`src/rtl/bitio_pkg.sv`:
```
package bitio_pkg;
  localparam int WORD_W = 16;
  localparam int CNT_W  = $clog2(WORD_W);
  localparam int IDX_W  = CNT_W + 1;
  localparam int HALF_W = WORD_W / 2;

  typedef enum logic [2:0] {
    CMD_SET1  = 3'd0,
    CMD_SET0  = 3'd1,
    CMD_TEST  = 3'd2,
    CMD_LOAD  = 3'd3,
    CMD_STORE = 3'd4
  } cmd_e;

  // Strobes from the sequencer to the datapath
  typedef struct packed {
    logic             capture;   // latch operands this edge
    logic             single;    // single-bit command being captured
    logic             byteSel;   // byte-wide operand being captured
    logic             step;      // a bit moves this cycle
    logic             writeEn;   // drive the line
    logic             readEn;    // sample the line
    logic             forceEn;   // written value is a constant
    logic             forceBit;  // that constant
    logic             storeEn;   // gather sampled bit into operand
    logic             testEn;    // copy sampled bit into status
    logic [IDX_W-1:0] idx;       // bit index within the transfer
  } ctlStrobes_t;
endpackage

```
`src/rtl/bitio_ctrl.sv`:
```
module bitio_ctrl
  import bitio_pkg::*;
(
  input  logic              clk,
  input  logic              rstN,
  input  logic              start,
  input  logic [2:0]        cmd,
  input  logic [CNT_W-1:0]  count,
  output ctlStrobes_t       ctl,
  output logic              busy,
  output logic              done
);
  typedef enum logic [1:0] {ST_IDLE, ST_XFER, ST_FIN} state_e;

  state_e           state;
  cmd_e             cmdQ;
  logic [IDX_W-1:0] idxQ;
  logic [IDX_W-1:0] lastQ;
  logic [IDX_W-1:0] lastIdx;
  logic             cmdOk;
  logic             isSingle;
  logic             accept;

  assign cmdOk    = (cmd <= 3'(CMD_STORE));
  assign isSingle = (cmd <= 3'(CMD_TEST));
  assign accept   = start && (state == ST_IDLE) && cmdOk;

  always_comb begin
    if (isSingle)
      lastIdx = '0;
    else if (count == '0)
      lastIdx = IDX_W'(WORD_W - 1);
    else
      lastIdx = IDX_W'(count) - 1'b1;
  end

  always_ff @(posedge clk or negedge rstN) begin
    if (!rstN) begin
      state <= ST_IDLE;
      cmdQ  <= CMD_SET1;
      idxQ  <= '0;
      lastQ <= '0;
    end else begin
      case (state)
        ST_IDLE: if (accept) begin
          state <= ST_XFER;
          cmdQ  <= cmd_e'(cmd);
          idxQ  <= '0;
          lastQ <= lastIdx;
        end
        ST_XFER: begin
          idxQ <= idxQ + 1'b1;
          if (idxQ == lastQ) state <= ST_FIN;
        end
        ST_FIN:  state <= ST_IDLE;
        default: state <= ST_IDLE;
      endcase
    end
  end

  always_comb begin
    ctl          = '0;
    ctl.capture  = accept;
    ctl.single   = isSingle;
    ctl.byteSel  = !isSingle && (count != '0) && (int'(count) <= HALF_W);
    ctl.step     = (state == ST_XFER);
    ctl.writeEn  = ctl.step && (cmdQ == CMD_SET1 || cmdQ == CMD_SET0 || cmdQ == CMD_LOAD);
    ctl.readEn   = ctl.step && (cmdQ == CMD_TEST || cmdQ == CMD_STORE);
    ctl.forceEn  = (cmdQ != CMD_LOAD);
    ctl.forceBit = (cmdQ == CMD_SET1);
    ctl.storeEn  = ctl.step && (cmdQ == CMD_STORE);
    ctl.testEn   = ctl.step && (cmdQ == CMD_TEST);
    ctl.idx      = idxQ;
  end

  assign busy = (state != ST_IDLE);
  assign done = (state == ST_FIN);

  // completion is a single-cycle pulse
  assert_done_pulse_R8: assert property (@(posedge clk) disable iff (!rstN)
    done |=> !done);

  // a request during a transfer does not disturb the latched command
  assert_busy_ignore_R9: assert property (@(posedge clk) disable iff (!rstN)
    (busy && start) |=> $stable(cmdQ));

  // unknown command codes never start a transfer
  assert_bad_code_R10: assert property (@(posedge clk) disable iff (!rstN)
    (!busy && start && cmd > 3'(CMD_STORE)) |=> !busy);
endmodule

```
`src/rtl/bitio_dp.sv`:
```
module bitio_dp
  import bitio_pkg::*;
#(
  parameter int ADDR_W = 12,
  parameter int DISP_W = 8
) (
  input  logic               clk,
  input  logic               rstN,
  input  ctlStrobes_t        ctl,
  input  logic [WORD_W-1:0]  baseReg,
  input  logic [DISP_W-1:0]  disp,
  input  logic [WORD_W-1:0]  opData,
  input  logic               ioRdata,
  output logic [ADDR_W-1:0]  ioAddr,
  output logic               ioWe,
  output logic               ioWdata,
  output logic               ioRead,
  output logic               eqBit,
  output logic [WORD_W-1:0]  storeData
);
  localparam int EXT_W = ADDR_W - DISP_W;

  logic [ADDR_W-1:0] baseBits;
  logic [ADDR_W-1:0] dispExt;
  logic [ADDR_W-1:0] addrQ;
  logic [WORD_W-1:0] shQ;
  logic [WORD_W-1:0] accQ;
  logic              byteQ;
  logic              eqQ;

  assign baseBits = baseReg[ADDR_W:1];
  assign dispExt  = {{EXT_W{disp[DISP_W-1]}}, disp};

  always_ff @(posedge clk or negedge rstN) begin
    if (!rstN) begin
      addrQ <= '0;
      shQ   <= '0;
      accQ  <= '0;
      byteQ <= 1'b0;
      eqQ   <= 1'b0;
    end else if (ctl.capture) begin
      addrQ <= ctl.single ? (baseBits + dispExt) : baseBits;
      shQ   <= ctl.byteSel ? {{HALF_W{1'b0}}, opData[WORD_W-1:HALF_W]} : opData;
      accQ  <= '0;
      byteQ <= ctl.byteSel;
    end else if (ctl.step) begin
      addrQ <= addrQ + 1'b1;
      shQ   <= shQ >> 1;
      if (ctl.storeEn) accQ[ctl.idx[CNT_W-1:0]] <= ioRdata;
      if (ctl.testEn)  eqQ <= ioRdata;
    end
  end

  assign ioAddr  = addrQ;
  assign ioWe    = ctl.writeEn;
  assign ioRead  = ctl.readEn;
  assign ioWdata = ctl.forceEn ? ctl.forceBit : shQ[0];
  assign eqBit   = eqQ;

  // Result placement: byte results occupy the upper half
  for (genvar i = 0; i < WORD_W; i++) begin : g_place
    if (i >= HALF_W) begin : g_hi
      assign storeData[i] = byteQ ? accQ[i-HALF_W] : accQ[i];
    end else begin : g_lo
      assign storeData[i] = byteQ ? 1'b0 : accQ[i];
    end
  end

  // consecutive bits walk up the line address space
  assert_addr_walk_R4: assert property (@(posedge clk) disable iff (!rstN)
    ctl.step |=> ioAddr == $past(ioAddr) + 1'b1);

  // the line is never driven and sampled in one cycle
  assert_we_read_excl_R2: assert property (@(posedge clk) disable iff (!rstN)
    !(ioWe && ioRead));

  // status captures the line seen during the test cycle
  assert_test_capture_R3: assert property (@(posedge clk) disable iff (!rstN)
    ctl.testEn |=> eqBit == $past(ioRdata));
endmodule

```
`src/rtl/bitio_xfer.sv`:
```
module bitio_xfer
  import bitio_pkg::*;
#(
  parameter int ADDR_W = 12,
  parameter int DISP_W = 8
) (
  input  logic               clk,
  input  logic               rstN,
  input  logic               start,
  input  logic [2:0]         cmd,
  input  logic [WORD_W-1:0]  baseReg,
  input  logic [DISP_W-1:0]  disp,
  input  logic [CNT_W-1:0]   count,
  input  logic [WORD_W-1:0]  opData,
  input  logic               ioRdata,
  output logic [ADDR_W-1:0]  ioAddr,
  output logic               ioWe,
  output logic               ioWdata,
  output logic               ioRead,
  output logic               busy,
  output logic               done,
  output logic               eqBit,
  output logic [WORD_W-1:0]  storeData
);
  ctlStrobes_t ctl;

  bitio_ctrl u_ctrl (
    .clk   (clk),
    .rstN  (rstN),
    .start (start),
    .cmd   (cmd),
    .count (count),
    .ctl   (ctl),
    .busy  (busy),
    .done  (done)
  );

  bitio_dp #(.ADDR_W(ADDR_W), .DISP_W(DISP_W)) u_dp (
    .clk       (clk),
    .rstN      (rstN),
    .ctl       (ctl),
    .baseReg   (baseReg),
    .disp      (disp),
    .opData    (opData),
    .ioRdata   (ioRdata),
    .ioAddr    (ioAddr),
    .ioWe      (ioWe),
    .ioWdata   (ioWdata),
    .ioRead    (ioRead),
    .eqBit     (eqBit),
    .storeData (storeData)
  );
endmodule

```
`config.mk`:
```
export PLATFORM = sky130hd
export DESIGN_NAME = bitio_xfer
export DESIGN_NICKNAME = d
export VERILOG_FILES = /design/src/rtl/bitio_pkg.sv /design/src/rtl/bitio_ctrl.sv /design/src/rtl/bitio_dp.sv /design/src/rtl/bitio_xfer.sv
export SDC_FILE = /design/constraint.sdc
export NUM_CORES = 1
export LEC_CHECK = 0
export BUFFER_PORTS_ARGS = -buffer_cell sky130_fd_sc_hd__buf_2
export CORE_ASPECT_RATIO = 0.6
export CORE_MARGIN = 1
export CORE_UTILIZATION = 43
export CTS_BUF_LIST = sky130_fd_sc_hd__clkbuf_8
export DETAILED_ROUTE_END_ITERATION = 10
export GPL_TIMING_DRIVEN = 0
export PLACE_DENSITY = 0.65
export SLEW_MARGIN = 20
export SYNTH_ARGS = -nofsm -noshare
export SYNTH_HDL_FRONTEND = slang
export SYNTH_SLANG_ARGS = --single-unit
```
`constraint.sdc`:
```
create_clock -name clk -period 1.8 [get_ports clk]
set_input_delay 0.27 -clock clk [delete_from_list [all_inputs] [get_ports clk]]
set_output_delay 0.27 -clock clk [all_outputs]
set_load 0.01 [all_outputs]
```
==> results.json, run 1 <==
{
  "outcome": "complete, no violations",
  "start_kind": "flop",
  "place_congestion": 0.8686,
  "cts_buffer_depth": 2,
  "row_count": 26,
  "clock.fmax_mhz": 581.5,
  "worstPathRequired_ps": 1530,
  "die_height_um": 77.11,
  "synthXorXnorAreaFrac_pct": 5.633,
  "power.density_mw_per_mm2": 1399,
  "leakagePower_nw": 2.334,
  "cap_violations": 0,
  "rsz0062_at_grt": "true",
  "timing.final.crit_share_pct": 95.54,
  "synthAdderAreaFrac_pct": 5.757,
  "min-delay-path-class": "input port to flop",
  "fillers": 820,
  "arrival_ps": 1450,
  "antenna_found_initial": 0,
  "die_x_um": 127.2,
  "firstDrtPassIters": 5,
  "skew_ps": 6.951,
  "grt_first_pass_wirelength_mm": 17.15,
  "area_growth_syn_to_layout_pct": 22.87,
  "htree_levels": 3,
  "finalPower_w": 0.006951,
  "mostFrequentLayoutCell": "buf_2",
  "finish.utilization_pct": 56.34,
  "clkLatencyLatePin_ps": 350,
  "yosysUniqueCellTypes": 56,
  "core_area_sq_mm": 0.008816,
  "register_area_sq_mm": 0.001529,
  "nets": 630,
  "cts_tree": "yes",
  "synthMuxAreaShare_pct": 6.314,
  "hold_viol": 0,
  "grt_max_degree": 56,
  "grt_overflow": 0,
  "finalSetupViolCount": 0,
  "viasPerCell": 5.324,
  "synth-seq-cells": 61,
  "wl_per_cell_um": 15.39,
  "tightestPinTransition_ps": 566.5,
  "floorplan.initialDensity_pct": 45.86,
  "synth_top_family_by_area": "simple AND/OR/NAND/NOR gates",
  "io-pin-count": 85,
  "critPathKind": "flop to primary output",
  "root_buffer": "clkbuf_8",
  "groute.usage.overall_pct": 23.04,
  "first_iter_violations": 238,
  "synth_edf_count": 0,
  "multiInputGateArea_sq_mm": 0.002366,
  "syn_nets": 534,
  "synth-compound-area-share_pct": 14.39,
  "antenna_cells": 0,
  "critPathCaptureType": "primary output",
  "synth_cells": 465,
  "synth_area_sq_mm": 0.004043,
  "cts_num_sinks": 61,
  "cts.clk_slew.worst_paths_ps": 70,
  "dominantRegCellSynth": "dfrtp_1",
  "slew_violations": 0,
  "dp_hpwl_mm": 8.130,
  "synth_warnings": 0,
  "cts-buffers-inserted": 9,
  "syn_area_per_cell_sq_um": 8.694,
  "yosysSeqAreaShare_pct": 37.76,
  "fin_crit_ps": 1720,
  "drc": 0,
  "drtAntennaViolNets": 0,
  "synth-simple-area-share_pct": 24.91,
  "drt-total-wl_mm": 10.65,
  "vdd_drop_max_v": 0.0005541,
  "async_reset_ff_share_pct": 100.0,
  "grt_pass1_vias": 3293,
  "vias": 3684,
  "path_max_fanout": 3,
  "io_buffers": 79,
  "max-slew-margin-rel_pct": 62.10,
  "dieArea_sq_mm": 0.009806,
  "mostFrequentLayoutCells": "buf_2 (87), nand2_1 (86), dfrtp_1 (59), a21oi_1 (37), nor2_1 (24)",
  "drive_gt1_share_pct": 30.74
}
==> critical path, stage by stage (launching register included) <==
cell      delay, ps
dfrtp_1         410
nand2b_4        160
buf_8           120
buf_4           140
nor3_2          140
buf_2           150
==> synthesized netlist by cell type, types with 2 or more instances <==
master / instances / area share (%)
buf_1: 5 / 0.46
o21ai_0: 6 / 0.74
a21o_1: 6 / 1.1
nand3_1: 22 / 2.7
nor4_1: 2 / 0.31
o311a_1: 2 / 0.50
nand4_1: 8 / 1.2
o31ai_1: 3 / 0.56
inv_1: 10 / 0.93
mux2i_1: 6 / 1.5
dfrtp_1: 61 / 38
ha_1: 17 / 5.3
nand2_1: 86 / 8.0
nor3_1: 10 / 1.2
xor2_1: 14 / 3.0
xnor2_1: 12 / 2.6
and2_1: 5 / 0.77
a21oi_1: 38 / 4.7
nand4b_1: 2 / 0.43
a31oi_1: 18 / 2.8
and3_1: 4 / 0.62
mux2_2: 16 / 4.5
buf_2: 10 / 1.2
buf_6: 2 / 0.56
nor4b_1: 2 / 0.43
nor2_1: 27 / 2.5
clkbuf_1: 10 / 0.93
buf_4: 6 / 1.1
nor3b_1: 2 / 0.37
a211oi_1: 5 / 0.93
a22oi_1: 2 / 0.37
nand3_2: 6 / 1.5
nor2_2: 2 / 0.31
nor2b_1: 14 / 2.2
or2_2: 3 / 0.46
==> power by group <==
group	leakage, nW	switching, W	internal [W]
Clock	0.101	0.000538	0.000645
Sequential	0.765	0.000538	0.00191
Combinational	1.47	0.00185	0.00147
Total	2.33	0.00292	0.00403
==> per-stage QoR <==
step / cell area (sq um) / hold slack (ps) / cells / setup slack [ps] / setup TNS [ps]
2_1_floorplan: 4058 / -25.59 / 465 / 45.56 / 0
3_3_place_gp: 4611 / 484.3 / 670 / -316.5 / -2972
3_5_place_dp: 4641 / 100.2 / 671 / -329.8 / -4347
4_1_cts: 4850 / 145.7 / 685 / 0.9878 / 0
5_1_grt: 4967 / 151.5 / 692 / -54.58 / -101.3
6_report: 4967 / 162.4 / 692 / 80.24 / 0
==> kinds of logic after synthesis <==
group / Yosys count
mux: 23
compound gates: 92
simple gates: 202
buf+inv: 43
xor+xnor: 26
flops: 61
fa+ha+maj: 18
==> state kept, by name, summed over array words and instances, names as in the netlist <==
signal and count:
u_dp.accQ 16, u_dp.byteQ 1, u_dp.eqBit 1, u_ctrl.lastQ 5, u_ctrl.cmdQ 3, u_dp.ioAddr 12
u_ctrl.idxQ 5, u_ctrl.state 2, u_dp.shQ 16
==> path summary, 6_finish.rpt <==
kind / slack (ps) / cells past startpoint / endpoint / from
max: 80 / 5 / ioWe / u_ctrl.state[1]
min: 160 / 3 / u_ctrl.cmdQ[0] / cmd[0]
max reg2reg: 100 / 8 / u_dp.accQ[14] / u_ctrl.state[1]
min reg2reg: 510 / 1 / u_dp.eqBit / u_dp.eqBit
max in group asynchronous: 1030 / 3 / u_ctrl.state[0] / rstN
min in group asynchronous: 280 / 2 / u_dp.eqBit / rstN
==> cell type report <==
cell class	instances	area share, %
Buffer	30	3.879
Clock buffer	13	3.602
Clock inverter	3	0.3526
Inverter	10	0.7557
Multi-Input combinational cell	361	47.63
Sequential cell	61	30.78
Tap cell	126	3.174
Timing Repair Buffer	88	9.824
==> routing by layer <==
| metal | vias up | part of all wire, % | global-route usage, % |
|---|---|---|---|
| met5 | - | 0 | 0 |
| met4 | 0 | 0.62 | 5.357 |
| met3 | 8 | 8.0 | 6.909 |
| met2 | 143 | 40 | 30.05 |
| met1 | 1716 | 51 | 36.04 |
| li1 | 1817 | - | - |
==> what timing repair did <==
item,4_1_cts,5_1_grt
pin swaps,0,4
hold buffers,1,0
setup endpoints to repair,31,43
setup buffers,0,7
endpoints found under the hold margin,61,0
gates resized for setup,6,22
Note: power is estimated with default switching activity, not from simulation.
==> run 2, diff against run 1 <==
--- a/config.mk
+++ b/config.mk
@@ -6,12 +6,13 @@
 export NUM_CORES = 1
 export LEC_CHECK = 0
 export BUFFER_PORTS_ARGS = -buffer_cell sky130_fd_sc_hd__buf_2
-export CORE_ASPECT_RATIO = 0.6
+export CORE_ASPECT_RATIO = 1.2
 export CORE_MARGIN = 1
 export CORE_UTILIZATION = 43
 export CTS_BUF_LIST = sky130_fd_sc_hd__clkbuf_8
 export DETAILED_ROUTE_END_ITERATION = 10
 export GPL_TIMING_DRIVEN = 0
+export MAX_ROUTING_LAYER = met4
 export PLACE_DENSITY = 0.65
 export SLEW_MARGIN = 20
 export SYNTH_ARGS = -nofsm -noshare
==> results.json, run 2 (synthesized netlist as in run 1, its figures left out) <==
{
  "cts.clk_slew.worst_paths_ps": 70,
  "critPathKind": "flop to flop",
  "die_x_um": 90.51,
  "drt-total-wl_mm": 9.889,
  "grt_max_degree": 42,
  "power.density_mw_per_mm2": 1379,
  "die_height_um": 108.2,
  "io-pin-count": 85,
  "cts_num_sinks": 61,
  "core_area_sq_mm": 0.009081,
  "mostFrequentLayoutCell": "buf_2",
  "reg2reg_to": "u_dp.shQ[2]",
  "path_max_fanout": 10,
  "arrival_ps": 2010,
  "nets": 630,
  "fin_crit_ps": 1795,
  "grt_overflow": 0,
  "dp_hpwl_mm": 7.521,
  "root_buffer": "clkbuf_8",
  "viasPerCell": 5.310,
  "clkLatencyLatePin_ps": 340,
  "min-delay-path-class": "input port to flop",
  "tightestPinTransition_ps": 569.6,
  "rsz0062_at_grt": "true",
  "leakagePower_nw": 2.331,
  "max-slew-margin-rel_pct": 62.03,
  "first_iter_violations": 106,
  "outcome": "complete, no violations",
  "dieArea_sq_mm": 0.009795,
  "drc": 0,
  "rrSetupSlack_ps": 5,
  "vdd_drop_max_v": 0.0005016,
  "cts-buffers-inserted": 9,
  "drive_gt1_share_pct": 29.33,
  "drtAntennaViolNets": 0,
  "io_buffers": 79,
  "clock.fmax_mhz": 557.1,
  "reg2reg_depth": 6,
  "min_to": "u_ctrl.cmdQ[0]",
  "dpl_worst_slack_ps": -277.0,
  "finalPower_w": 0.006804,
  "start_kind": "flop",
  "floorplan.initialDensity_pct": 44.52,
  "hold_viol": 0,
  "hold_depth": 3,
  "area_growth_syn_to_layout_pct": 22.10,
  "finish.utilization_pct": 54.35,
  "vias": 3643,
  "min_from": "cmd[0]",
  "grt_pass1_vias": 3546,
  "antenna_cells": 0,
  "antenna_found_initial": 0,
  "fillers": 878,
  "firstDrtPassIters": 4,
  "finalSetupViolCount": 0,
  "cap_violations": 0,
  "mostFrequentLayoutCells": "buf_2 (87), nand2_1 (85), dfrtp_1 (60), a21oi_1 (38), nor2_1 (27)",
  "row_count": 38,
  "htree_levels": 3,
  "critPathCaptureType": "flop",
  "skew_ps": 8.159,
  "groute.usage.overall_pct": 21.71,
  "worstPathRequired_ps": 2010,
  "r2r-start": "u_ctrl.state[0]",
  "timing.final.crit_share_pct": 99.72,
  "worst_slack_ps": 5.006,
  "cts_buffer_depth": 2,
  "place_congestion": 0.8849,
  "grt_first_pass_wirelength_mm": 16.53,
  "register_area_sq_mm": 0.001528,
  "wl_per_cell_um": 14.42,
  "slew_violations": 0,
  "multiInputGateArea_sq_mm": 0.002347,
  "cts_tree": "yes"
}
## run 2: changes by cell type in the layout (fill, tap and decap cells not counted), sizes merged
cell	before	now
clkbuf	21	19
inv	10	12
buf	109	108
bufinv	0	1
## run 2: final cells by class
| cell class | instances | share of cell area [%] |
|---|---|---|
| clock buffers | 10 | 2.788 |
| well taps | 120 | 3.042 |
| inverters | 10 | 0.7605 |
| flip-flops and latches | 61 | 30.95 |
| plain buffers | 30 | 3.980 |
| repair buffers | 88 | 9.810 |
| multi-input cells | 361 | 47.55 |
| clock inverters | 6 | 1.115 |
## run 2: stage by stage
step | cell area, sq um | setup TNS, ps | cells | hold slack (ps)
floorplan | 4058 | 0 | 465 | -25.59
global placement | 4603 | -2150 | 664 | 484.9
detailed placement | 4626 | -2758 | 665 | 183.2
CTS | 4825 | 0 | 679 | 154.8
global route | 4936 | -1202 | 686 | 173.0
finish | 4936 | 0 | 686 | 167.0
## run 2: metal layers
metal	GRT usage [%]	vias up	wire, um
li1	-	1811	-
met1	24.73	1735	4214
met2	38.47	79	5139
met3	3.165	18	355
met4	8.525	0	179
met5	-	-	0
## run 2: how the worst max path moves through the flow
stage	start	endpoint
after global placement	baseReg[1]	u_dp.ioAddr[10]
after global routing	u_ctrl.state[1]	u_dp.accQ[14]
after CTS	u_dp.byteQ	storeData[8]
final	u_ctrl.state[0]	u_dp.shQ[2]
after floorplan	count[0]	u_dp.shQ[7]
after detailed placement	baseReg[1]	u_dp.ioAddr[10]
## run 2: critical path: stages (launching register included)
cell     delay [ps]
dfrtp_1         440
nor2_1          270
nand3_1         190
buf_2           230
buf_1           230
nor2_1          240
a31oi_1          70
## run 2: timing repair
item	4_1_cts	5_1_grt
pin swaps	0	12
setup buffers	0	7
hold buffers	1	0
hold endpoints to repair	20	0
gates cloned	0	0
resized for setup	4	17
endpoints found under the setup margin	29	39
## run 2: power by group
group / switching, W / internal [W] / total [W]
sequential: 0.000488 / 0.00191 / 0.00240
combinational: 0.00178 / 0.00142 / 0.00320
clock: 0.000543 / 0.000662 / 0.00121
